<file path="src/rtl/bl_pwm_pkg.sv">
package bl_pwm_pkg;
  localparam int AW       = 3;
  localparam int DW       = 16;
  localparam int CW       = 8;
  localparam int PW       = 3;
  localparam int PS_LIMIT = 6;

  localparam logic [AW-1:0] ADR_GEN   = 3'd0;
  localparam logic [AW-1:0] ADR_CFG   = 3'd1;
  localparam logic [AW-1:0] ADR_START = 3'd2;
  localparam logic [AW-1:0] ADR_STOP  = 3'd3;
  localparam logic [AW-1:0] ADR_STAT  = 3'd4;

  localparam int CMP_LSB  = 8;
  localparam int POL_BIT  = 4;
  localparam int PS_LSB   = 0;
  localparam int SRC_BIT  = 0;
  localparam int RUN_BIT  = 0;
  localparam int REQ_BIT  = 0;

  typedef struct packed {
    logic [CW-1:0] cmp;
    logic          pol;
    logic [PW-1:0] ps;
    logic          src_sys;
  } cfg_t;
endpackage

</file>
<file path="src/rtl/bl_pwm_regs.sv">
module bl_pwm_regs
  import bl_pwm_pkg::*;
(
  input  logic          clk,
  input  logic          rst_n,
  input  logic          bus_wr,
  input  logic          bus_rd,
  input  logic [AW-1:0] bus_addr,
  input  logic [DW-1:0] bus_wdata,
  input  logic          running,
  output cfg_t          cfg,
  output logic          start_pulse,
  output logic          stop_pulse,
  output logic [DW-1:0] bus_rdata
);
  cfg_t          cfg_q, cfg_d;
  logic [DW-1:0] rdata_q, rdata_d;
  logic [DW-1:0] rd_mux;

  always_comb begin
    cfg_d = cfg_q;
    if (bus_wr && bus_addr == ADR_CFG) begin
      cfg_d.cmp = bus_wdata[CMP_LSB +: CW];
      cfg_d.pol = bus_wdata[POL_BIT];
      cfg_d.ps  = bus_wdata[PS_LSB +: PW];
    end
    if (bus_wr && bus_addr == ADR_GEN) begin
      cfg_d.src_sys = bus_wdata[SRC_BIT];
    end
  end

  always_comb begin
    start_pulse = bus_wr && (bus_addr == ADR_START) && bus_wdata[REQ_BIT];
    stop_pulse  = bus_wr && (bus_addr == ADR_STOP)  && bus_wdata[REQ_BIT];
  end

  always_comb begin
    rd_mux = '0;
    unique case (bus_addr)
      ADR_CFG: begin
        rd_mux[CMP_LSB +: CW] = cfg_q.cmp;
        rd_mux[POL_BIT]       = cfg_q.pol;
        rd_mux[PS_LSB +: PW]  = cfg_q.ps;
      end
      ADR_GEN:  rd_mux[SRC_BIT] = cfg_q.src_sys;
      ADR_STAT: rd_mux[RUN_BIT] = running;
      default:  rd_mux = '0;
    endcase
    rdata_d = bus_rd ? rd_mux : rdata_q;
  end

  always_ff @(posedge clk or negedge rst_n) begin
    if (!rst_n) begin
      cfg_q   <= '0;
      rdata_q <= '0;
    end else begin
      cfg_q   <= cfg_d;
      rdata_q <= rdata_d;
    end
  end

  assign cfg       = cfg_q;
  assign bus_rdata = rdata_q;
endmodule

</file>
<file path="src/rtl/bl_pwm_prescaler.sv">
module bl_pwm_prescaler
  import bl_pwm_pkg::*;
#(
  parameter int DIVW = PS_LIMIT
) (
  input  logic          clk,
  input  logic          rst_n,
  input  logic          slow_tick,
  input  logic          src_sys,
  input  logic [PW-1:0] ps,
  output logic          tick
);
  logic [DIVW-1:0] div_q, div_d;
  logic [DIVW-1:0] mask;
  logic            src_tick;

  always_comb begin
    src_tick = src_sys ? 1'b1 : slow_tick;
    mask     = DIVW'((32'd1 << ps) - 32'd1);
    div_d    = src_tick ? div_q + 1'b1 : div_q;
    tick     = src_tick && ((div_q & mask) == mask);
  end

  always_ff @(posedge clk or negedge rst_n) begin
    if (!rst_n) div_q <= '0;
    else        div_q <= div_d;
  end
endmodule

</file>
<file path="src/rtl/bl_pwm_core.sv">
module bl_pwm_core
  import bl_pwm_pkg::*;
(
  input  logic          clk,
  input  logic          rst_n,
  input  logic          tick,
  input  logic          start_pulse,
  input  logic          stop_pulse,
  input  logic [CW-1:0] cmp_in,
  input  logic [PW-1:0] ps_in,
  input  logic          pol,
  output logic          run,
  output logic [CW-1:0] cnt,
  output logic [CW-1:0] cmp_act,
  output logic [PW-1:0] ps_act,
  output logic          wrap,
  output logic          pwm_out
);
  localparam logic [CW-1:0] CNT_TOP = {CW{1'b1}};
  localparam logic [PW-1:0] PS_SAT  = PW'(PS_LIMIT);

  logic          run_q, run_d;
  logic          start_req_q, start_req_d;
  logic          stop_req_q, stop_req_d;
  logic [CW-1:0] cnt_q, cnt_d;
  logic [CW-1:0] cmp_q, cmp_d;
  logic [PW-1:0] ps_q, ps_d;
  logic [PW-1:0] ps_clamped;
  logic          begin_run, load, active;

  always_comb begin
    ps_clamped = (ps_in > PS_SAT) ? PS_SAT : ps_in;
    wrap       = run_q && tick && (cnt_q == CNT_TOP);
    begin_run  = !run_q && tick && start_req_q;
    load       = !run_q || wrap;

    run_d = run_q;
    if (begin_run)              run_d = 1'b1;
    else if (wrap && stop_req_q) run_d = 1'b0;

    start_req_d = start_req_q;
    stop_req_d  = stop_req_q;
    if (start_pulse) begin
      start_req_d = 1'b1;
      stop_req_d  = 1'b0;
    end
    if (stop_pulse) begin
      stop_req_d  = 1'b1;
      start_req_d = 1'b0;
    end
    if (run_d)  start_req_d = 1'b0;
    if (!run_d) stop_req_d  = 1'b0;

    cnt_d = cnt_q;
    if (begin_run)          cnt_d = '0;
    else if (run_q && tick) cnt_d = cnt_q + 1'b1;
    if (!run_d)             cnt_d = '0;

    cmp_d = load ? cmp_in     : cmp_q;
    ps_d  = load ? ps_clamped : ps_q;

    active  = run_q && (cnt_q < cmp_q);
    pwm_out = pol ? active : !active;
  end

  always_ff @(posedge clk or negedge rst_n) begin
    if (!rst_n) begin
      run_q       <= 1'b0;
      start_req_q <= 1'b0;
      stop_req_q  <= 1'b0;
      cnt_q       <= '0;
      cmp_q       <= '0;
      ps_q        <= '0;
    end else begin
      run_q       <= run_d;
      start_req_q <= start_req_d;
      stop_req_q  <= stop_req_d;
      cnt_q       <= cnt_d;
      cmp_q       <= cmp_d;
      ps_q        <= ps_d;
    end
  end

  assign run     = run_q;
  assign cnt     = cnt_q;
  assign cmp_act = cmp_q;
  assign ps_act  = ps_q;
endmodule

</file>
<file path="src/rtl/bl_pwm.sv">
module bl_pwm
  import bl_pwm_pkg::*;
(
  input  logic          clk,
  input  logic          rst_n,
  input  logic          slow_tick,
  input  logic          bus_wr,
  input  logic          bus_rd,
  input  logic [AW-1:0] bus_addr,
  input  logic [DW-1:0] bus_wdata,
  output logic [DW-1:0] bus_rdata,
  output logic          pwm_out
);
  logic [1:0]    rst_sync_q;
  logic          rst_int_n;
  cfg_t          cfg;
  logic          start_pulse, stop_pulse;
  logic          tick_w, run_w, wrap_w;
  logic [CW-1:0] cnt_w, cmp_act_w;
  logic [PW-1:0] ps_act_w;

  always_ff @(posedge clk or negedge rst_n) begin
    if (!rst_n) rst_sync_q <= 2'b00;
    else        rst_sync_q <= {rst_sync_q[0], 1'b1};
  end
  assign rst_int_n = rst_sync_q[1];

  bl_pwm_regs u_regs (
    .clk         (clk),
    .rst_n       (rst_int_n),
    .bus_wr      (bus_wr),
    .bus_rd      (bus_rd),
    .bus_addr    (bus_addr),
    .bus_wdata   (bus_wdata),
    .running     (run_w),
    .cfg         (cfg),
    .start_pulse (start_pulse),
    .stop_pulse  (stop_pulse),
    .bus_rdata   (bus_rdata)
  );

  bl_pwm_prescaler u_presc (
    .clk       (clk),
    .rst_n     (rst_int_n),
    .slow_tick (slow_tick),
    .src_sys   (cfg.src_sys),
    .ps        (ps_act_w),
    .tick      (tick_w)
  );

  bl_pwm_core u_core (
    .clk         (clk),
    .rst_n       (rst_int_n),
    .tick        (tick_w),
    .start_pulse (start_pulse),
    .stop_pulse  (stop_pulse),
    .cmp_in      (cfg.cmp),
    .ps_in       (cfg.ps),
    .pol         (cfg.pol),
    .run         (run_w),
    .cnt         (cnt_w),
    .cmp_act     (cmp_act_w),
    .ps_act      (ps_act_w),
    .wrap        (wrap_w),
    .pwm_out     (pwm_out)
  );
endmodule

</file>
<file path="config.mk">
export PLATFORM = sky130hd
export DESIGN_NAME = bl_pwm
export DESIGN_NICKNAME = d
export VERILOG_FILES = /design/src/rtl/bl_pwm_pkg.sv /design/src/rtl/bl_pwm_regs.sv /design/src/rtl/bl_pwm_prescaler.sv /design/src/rtl/bl_pwm_core.sv /design/src/rtl/bl_pwm.sv
export SDC_FILE = /design/constraint.sdc
export NUM_CORES = 1
export LEC_CHECK = 0
export ABC_AREA = 1
export CAP_MARGIN = 10
export CORE_UTILIZATION = 52
export CTS_CLUSTER_SIZE = 40
export DETAILED_ROUTE_END_ITERATION = 10
export GPL_TIMING_DRIVEN = 0
export PLACE_DENSITY = 0.77
export SETUP_SLACK_MARGIN = 0.5
export SYNTH_ARGS = -nofsm -noshare
export SYNTH_HDL_FRONTEND = slang
export SYNTH_HIERARCHICAL = 1
export SYNTH_SLANG_ARGS = --single-unit
</file>
<file path="constraint.sdc">
create_clock -name clk -period 2.1 [get_ports clk]
set_input_delay 0.63 -clock clk [delete_from_list [all_inputs] [get_ports clk]]
set_output_delay 0.63 -clock clk [all_outputs]
set_load 0.005 [all_outputs]
</file>
Word-level counts from Yosys, hierarchy flattened
Index checks and enable logic that the tools add are counted.
{ "word_totals": {"mem_count": 0, "latch_bits": 0, "reg_bits": 55, "mem_bits_ro": 0, "out_inout_bits": 17, "wordCells": 64, "in_bits": 24, "ram_bits": 0} }
{ "op_classes": {"n_shift": 1, "div": 0, "n_mul": 0, "order_cmp": 2, "n_reduce_logical": 18, "n_eq_ne": 8, "n_bitwise": 1, "add_sub_neg": 3, "muxes": 18} }
{ "ops": {"columns": ["cell", "n"], "rows": [
  ["two-way mux 8 bit", 4],
  ["logical AND 1 bit", 13],
  ["two-way mux 1 bit", 11],
  ["adder 8 x 1 -> 8 bit (second input constant)", 1],
  ["== test 8 bit (second input constant)", 1],
  ["< comparator 8 bit", 1],
  ["adder 6 x 1 -> 6 bit (second input constant)", 1],
  ["AND 6 bit", 1],
  ["== test 3 x 2 -> 1 bit (second input constant)", 2],
  ["== test 6 bit", 1],
  ["inequality test 3 bit (second input constant)", 2],
  ["<< shifter 1 x 3 -> 6 bit (first input constant)", 1],
  ["subtractor 6 x 1 -> 6 bit (second input constant)", 1],
  ["== test 3 x 1 -> 1 bit (second input constant)", 1],
  ["== test 3 bit (second input constant)", 1],
  ["greater-than comparator 3 bit (second input constant)", 1],
  ["zero test 3 bit", 1],
  ["two-way mux 3 bit", 1],
  ["case mux 1 bit (3 select lines)", 1],
  ["nonzero test 3 bit", 1],
  ["zero test 1 bit", 2],
  ["two-way mux 2 bit", 1],
  ["logical OR 1 bit", 1]
]} }

Longest topological paths before layout
Gate-level depths: netlist of the first run.
{ "logic_depth": {"depth_word": 11, "mapped_depth": 14, "mapped_depth_nobuf": 14} }

Modules after synthesis
Netlist of the first run, hierarchy kept.
{ "by_module_without_submodules": {"columns": ["module", "area_per_inst_um2", "instances", "seq_area_each_um2", "cells_per_inst"], "rows": [
  ["bl_pwm_core", 1260.0, 1, 550.5, 168],
  ["bl_pwm_regs", 1074.8, 1, 625.6, 128],
  ["bl_pwm_prescaler", 394.1, 1, 150.1, 51],
  ["bl_pwm", 53.8, 1, 50.0, 3]
]} }

Worst setup path after synthesis of the first run
OpenSTA, ideal clock, no wires.
{ "synth_timing": {"path_type": "flip-flop to output port", "from": "reg u_core.cnt_q[7], in the netlist u_core/cnt[7]", "to": "out pwm_out", "n_path_buf": 0, "arrival_time_ns": 1.261, "setup_slack_ns": 0.209, "path_stages_with_launch": 10, "path_cell_list": "dfrtp_1 > ha_1 > nand2_1 > nand2_1 > nor2_1 > nand2_1 > a21oi_1 > nand2_1 > nand2_1 > nand2_1"} }
{ "synth_between": {"elab_chain_len": 4} }
{ "synth_rtl": {"columns": ["element", "line_no", "rtl"], "rows": [
  ["start: declaration", "bl_pwm_core.sv:25", "logic [CW-1:0] cnt_q, cnt_d;"],
  ["start signal: assignment", "bl_pwm_core.sv:78", "cnt_q <= cnt_d;"],
  ["< comparator 8 bit *", "bl_pwm_core.sv:62", "active = run_q && (cnt_q < cmp_q);"],
  ["logical AND 1 bit *", "bl_pwm_core.sv:62", null],
  ["zero test 1 bit", "bl_pwm_core.sv:63", "pwm_out = pol ? active : !active;"],
  ["two-way mux 1 bit *", "bl_pwm_core.sv:63", null],
  ["end: declaration", "bl_pwm.sv:12", "output logic pwm_out"]
]} }
Every way passes the cells marked *; elsewhere a longest branch is shown, timed or not.

Worst setup path after layout of the first run
{ "layout_timing": {"from": "reg u_core.cnt_q[3], in the netlist u_core/cnt[3]", "to": "out pwm_out"} }
Same word-level chain as after synthesis.

==> reports/results.tsv, run 1 <==
stage	metric	value	unit
global_routing	global-route wire length before repair	9160	um
floorplanning	I/O pin cnt	41	
layout	ANT cells	0	
worst_setup_path	CP required	1470	ps
layout	commonest non-fill, non-tap cell in the layout	nand2_1	
detailed_routing	Via density	4.86	
floorplanning	Die Span Y	75.0	um
place	# port buffers	32	
sta	min setup slack post-route	-170	ps
global_routing	largest net degree at the start of global routing	54	
sta	RSZ-0062 raised after global routing	yes	
layout	area added between synthesis and finish	24.7	%
sta	hold slack	159	ps
clock_network	Max Root-Sink Buffers	2	
layout	share of cells above drive strength 1	0.197	
yosys	Mapped Area	0.00277	sq mm
worst_setup_path	crit path launch type	flip-flop	
clock_network	clock latency at the later pin of the worst-skew pair	320	ps
global_routing	GRT Total Usage	0.219	
sta	max frequency	440	MHz
detailed_routing	vias	2289	
detailed_routing	Initial DRC Count	144	
layout	Post-Layout Cell Count	471	
sta	setup_tns	-170	ps
floorplanning	die span in x	75.0	um
worst_setup_path	Setup Crit Path Kind	flip-flop to primary output	
detailed_routing	drt pass-1 iters	4	
layout	fin util	0.677	
worst_setup_path	worst reg2reg path endpoint	u_core/cnt[2]	
place	Placer Congestion	0.777	
clock_network	CTS root buffer	clkbuf_8	
detailed_routing	remaining antenna violation count	0	
place	Placement Cell Area	0.00321	sq mm
sta	Setup Viol. Count Final	1	
yosys	Avg Cell Area, Syn	7.97	sq um
power	power per cell area	927	mW/mm^2
detailed_routing	wire length per cell	12.4	um
clock_network	cts hold-fix bufs	0	
global_routing	Congestion Overflow GR	0	
floorplanning	Initial Util	0.543	
outcome	status	finished with violations	
clock_network	CTS tree	built	
worst_setup_path	worst-path fanout max	4	
floorplanning	die footprint	0.00563	sq mm
job	Max Cap Violations	0	
worst_setup_path	FF-to-FF setup slack	380	ps
power	maximum vdd drop	0.481	mV
global_routing	initial antenna violation count	0	
sta	final setup skew	7.84	ps
global_routing	vias in the first global route	2084	
yosys	Synth warnings	6	
clock_network	Worst-path clk slew	100	ps
worst_setup_path	Arrival @ worst endpoint	1640	ps
place	placed insts	453	
power	Pwr Total	3.21	mW
layout	post-route cell area	0.00346	sq mm
clock_network	Num CTS Buffers	5	
layout	commonest non-fill, non-tap cells in the layout	nand2_1 (135), dfrtp_1 (51), inv_1 (31)	
sta	period utilization	1.08	
clock_network	H-tree depth	2	
detailed_routing	Residual DRC	0	
layout	Final nets	433	
worst_setup_path	Worst setup EP type	primary output	
place	Setup WS pre-CTS	-405	ps
outcome	violated checks	negative setup slack	
power	leakage power	1.77	nW
floorplanning	Core Rows	26	
worst_hold_path	HP Class	flip-flop to async pin	
worst_setup_path	worst r2r src	u_core/ps_act[1]	
detailed_routing	routed wire length	5840	um
sta	crit path time final	2270	ps
floorplanning	core box area	0.00511	sq mm
clock_network	CTS Sinks	55	
worst_setup_path	Reg2Reg Depth	11	
yosys	Synth Instances	348	
place	Final HPWL DP	3970	um
sta	Hold Vio Cnt, Final	0	
sta	Slew Limit Fails	0	
critical path: stages (launching register included):
cell and delay (ps):
dfrtp_1 430, ha_1 330, a21oi_1 140, nand2_1 90
nand2_1 80, nand2_1 50, nand2_1 50, nand2_1 40
buf_2 110
sequential cells by signal, indices dropped and copies added, names as in the netlist:
signal / cells
u_presc/div_q: 6
u_core/cmp_act: 8
u_regs/cfg: 13
u_core/stop_req_q: 1
u_core/start_req_q: 1
u_regs/bus_rdata: 12
u_core/cnt: 8
rst_sync_q: 2
u_core/ps_act: 3
u_core/run: 1
area by class of cell:
| cell class | instances | area (sq um) |
|---|---|---|
| Clock inverter | 3 | 27.5 |
| Fill cell | 435 | 1650 |
| Sequential cell | 55 | 1380 |
| Inverter | 39 | 156 |
| Timing Repair Buffer | 42 | 408 |
| Clock buffer | 5 | 68.8 |
| Tap cell | 70 | 87.6 |
| Buffer | 11 | 88.8 |
| Multi-Input combinational cell | 246 | 1240 |
repair_timing:
item | CTS | global route
resized for setup | 36 | 33
pin swaps | 3 | 4
cloned | 0 | 1
endpoints found under the setup margin | 35 | 37
endpoints found under the hold margin | 0 | 0
buffers inserted | 5 | 3
power breakdown:
part           internal [mW]  leakage, nW  switching [mW]
Combinational          0.456         1.02           0.620
Sequential              1.28        0.705           0.218
Clock                  0.248       0.0467           0.382
layer usage:
layer / vias to the layer above / GRT usage / wire, um
met5: - / 0 / 0
met4: 0 / 0.0860 / 104
met1: 1062 / 0.276 / 2610
li1: 1163 / - / -
met3: 11 / 0.0482 / 225
met2: 53 / 0.368 / 2900
worst max path at each step:
stage	startpoint	end	slack [ps]	cells after the start
floorplan	u_core/cnt[7]	pwm_out	330	9
global placement	slow_tick	u_core/cnt[6]	-390	11
global route	u_core/cmp_act[7]	pwm_out	-310	11
finish	u_core/cnt[3]	pwm_out	-170	8
CTS	u_core/cmp_act[7]	pwm_out	-200	11
detailed placement	slow_tick	u_core/cnt[1]	-400	11
Note: power is estimated with default switching activity, not from simulation.
==> run 2, diff against run 1 <==
- CORE_MARGIN: default -> 10
- SLEW_MARGIN: default -> 20
==> run 2 against run 1 <==
Effect of this change: largest power group unchanged; critical endpoint unchanged; the flow still finishes with violations (negative setup slack); non-clock buffer count up 3; cell count is 0.64% higher; clock power fell by 8.3%; wire length rose by 5.7%; critical path type unchanged; sequential share of layout area down 0.31 points; power up 0.52%.
==> reports/results.tsv, run 2 (synthesis gave the netlist of run 1 again) <==
stage	metric	value	unit
outcome	status	finished with violations	
outcome	violated checks	negative setup slack	
clock_network	Num CTS Buffers	5	
floorplanning	Initial Util	0.539	
worst_setup_path	Crit-path slowest cell	dfrtp_1	
detailed_routing	vias	2315	
sta	min setup slack post-route	-223	ps
job	Max Cap Violations	0	
floorplanning	I/O pin cnt	41	
power	leakage power	1.77	nW
clock_network	Max Root-Sink Buffers	2	
sta	hold slack	369	ps
worst_setup_path	CP dominant cell by count	nand2_1	
place	Placement Cell Area	0.00321	sq mm
layout	share of cells above drive strength 1	0.213	
floorplanning	die span in x	93.0	um
clock_network	CTS root buffer	clkbuf_8	
layout	Fillers	454	
floorplanning	core box area	0.00514	sq mm
sta	Setup Viol. Count Final	1	
layout	ANT cells	0	
sta	Slew Limit Headroom	0.544	
worst_setup_path	FF-to-FF setup slack	380	ps
detailed_routing	Residual DRC	0	
layout	Post-Layout Cell Count	474	
clock_network	clock latency at the later pin of the worst-skew pair	310	ps
place	Placer Congestion	0.811	
detailed_routing	Initial DRC Count	147	
power	Pwr Total	3.22	mW
worst_setup_path	critical path startpoint	u_core/cmp_act[7]	
global_routing	GRT Total Usage	0.142	
detailed_routing	wire length per cell	13.0	um
sta	max frequency	430	MHz
floorplanning	Die Span Y	93.0	um
place	# port buffers	32	
place	placed insts	453	
worst_setup_path	Worst setup EP type	primary output	
worst_setup_path	CP top delay family	simple AND/OR/NAND/NOR gates	
global_routing	Congestion Overflow GR	0	
worst_setup_path	worst-path fanout max	3	
layout	commonest non-fill, non-tap cells in the layout	nand2_1 (135), dfrtp_1 (52), inv_1 (31)	
global_routing	global-route wire length before repair	10400	um
sta	period utilization	1.11	
layout	Largest register FFs	13	
floorplanning	die footprint	0.00865	sq mm
worst_setup_path	worst r2r src	u_core/ps_act[2]	
detailed_routing	Via density	4.88	
power	maximum vdd drop	0.664	mV
sta	RSZ-0062 raised after global routing	yes	
global_routing	initial antenna violation count	0	
floorplanning	Core Rows	26	
worst_setup_path	slowest stage delay, CP	390	ps
sta	worst slew pin tran	684	ps
global_routing	vias in the first global route	2352	
worst_setup_path	CP Buf/Inv Count	2	
clock_network	Worst-path clk slew	100	ps
detailed_routing	drt pass-1 iters	4	
sta	Hold Vio Cnt, Final	0	
worst_setup_path	CP required	1470	ps
layout	area added between synthesis and finish	25.8	%
power	power per cell area	924	mW/mm^2
worst_setup_path	Setup Crit Path Kind	flip-flop to primary output	
layout	Final nets	436	
detailed_routing	remaining antenna violation count	0	
worst_setup_path	crit path launch type	flip-flop	
clock_network	CTS Sinks	55	
layout	commonest non-fill, non-tap cell in the layout	nand2_1	
worst_setup_path	CP Cell Sequence	inv_2 -> ha_4 -> nand2_2 -> nand2_1 -> nor2_1 -> nand2_1 -> a21oi_2 -> nand2_1 -> nand2_1 -> nand2_1 -> buf_2	
clock_network	CTS tree	built	
sta	Slew Limit Fails	0	
layout	post-route cell area	0.00349	sq mm
worst_setup_path	Arrival @ worst endpoint	1690	ps
sta	final setup skew	7.13	ps
worst_hold_path	HP Class	flip-flop to async pin	
global_routing	largest net degree at the start of global routing	54	
clock_network	cts hold-fix bufs	0	
sta	crit path time final	2320	ps
clock_network	H-tree depth	2	
detailed_routing	routed wire length	6170	um
place	Final HPWL DP	4310	um
run 2: metal layers:
metal  global-route usage  vias to the layer above  part of all wire
met1                0.176                     1078              0.45
met3               0.0392                        8             0.055
li1                     -                     1175                 -
met2                0.238                       54              0.48
met4               0.0347                        0             0.014
met5                    0                        -                 0
run 2: worst paths after layout:
check / endpoint / cells past startpoint
setup reg to reg: u_core/cmp_act[1] / 12
max in group asynchronous: u_core/cnt[7] / 0
hold / removal: u_core/cnt[6] / 0
hold reg to reg: u_core/cnt[6] / 0
min in group clk: rst_sync_q[1] / 0
setup / recovery: pwm_out / 11
run 2: through the flow:
stage,TNS [ps],utilization,setup WS [ps]
3_5_place_dp,-5080,0.625,-340
6_report,-223,0.679,-223
3_3_place_gp,-4710,0.624,-340
2_1_floorplan,0,-,333
5_1_grt,-363,0.679,-363
4_1_cts,-252,0.647,-252
run 2: power by group:
group          internal [mW]  leakage, nW  switching, mW
sequential              1.28        0.707          0.227
combinational          0.514         1.02          0.622
clock                  0.233       0.0402          0.345
total                   2.03         1.77           1.19
run 2: repair_timing:
item / 4_1_cts / 5_1_grt
gates cloned: 0 / 2
resized for setup: 31 / 46
pin swaps: 3 / 4
setup buffers: 3 / 8
endpoints found under the setup margin: 35 / 43
run 2: layout make-up:
type | instances | area [sq um] | share of cell area
Timing Repair Buffer | 45 | 420 | 0.121
Clock inverter | 3 | 20.0 | 0.00574
Buffer | 11 | 86.3 | 0.0247
Inverter | 39 | 151 | 0.0434
Multi-Input combinational cell | 246 | 1270 | 0.364
Clock buffer | 5 | 68.8 | 0.0197
Sequential cell | 55 | 1380 | 0.396
Tap cell | 70 | 87.6 | 0.0251
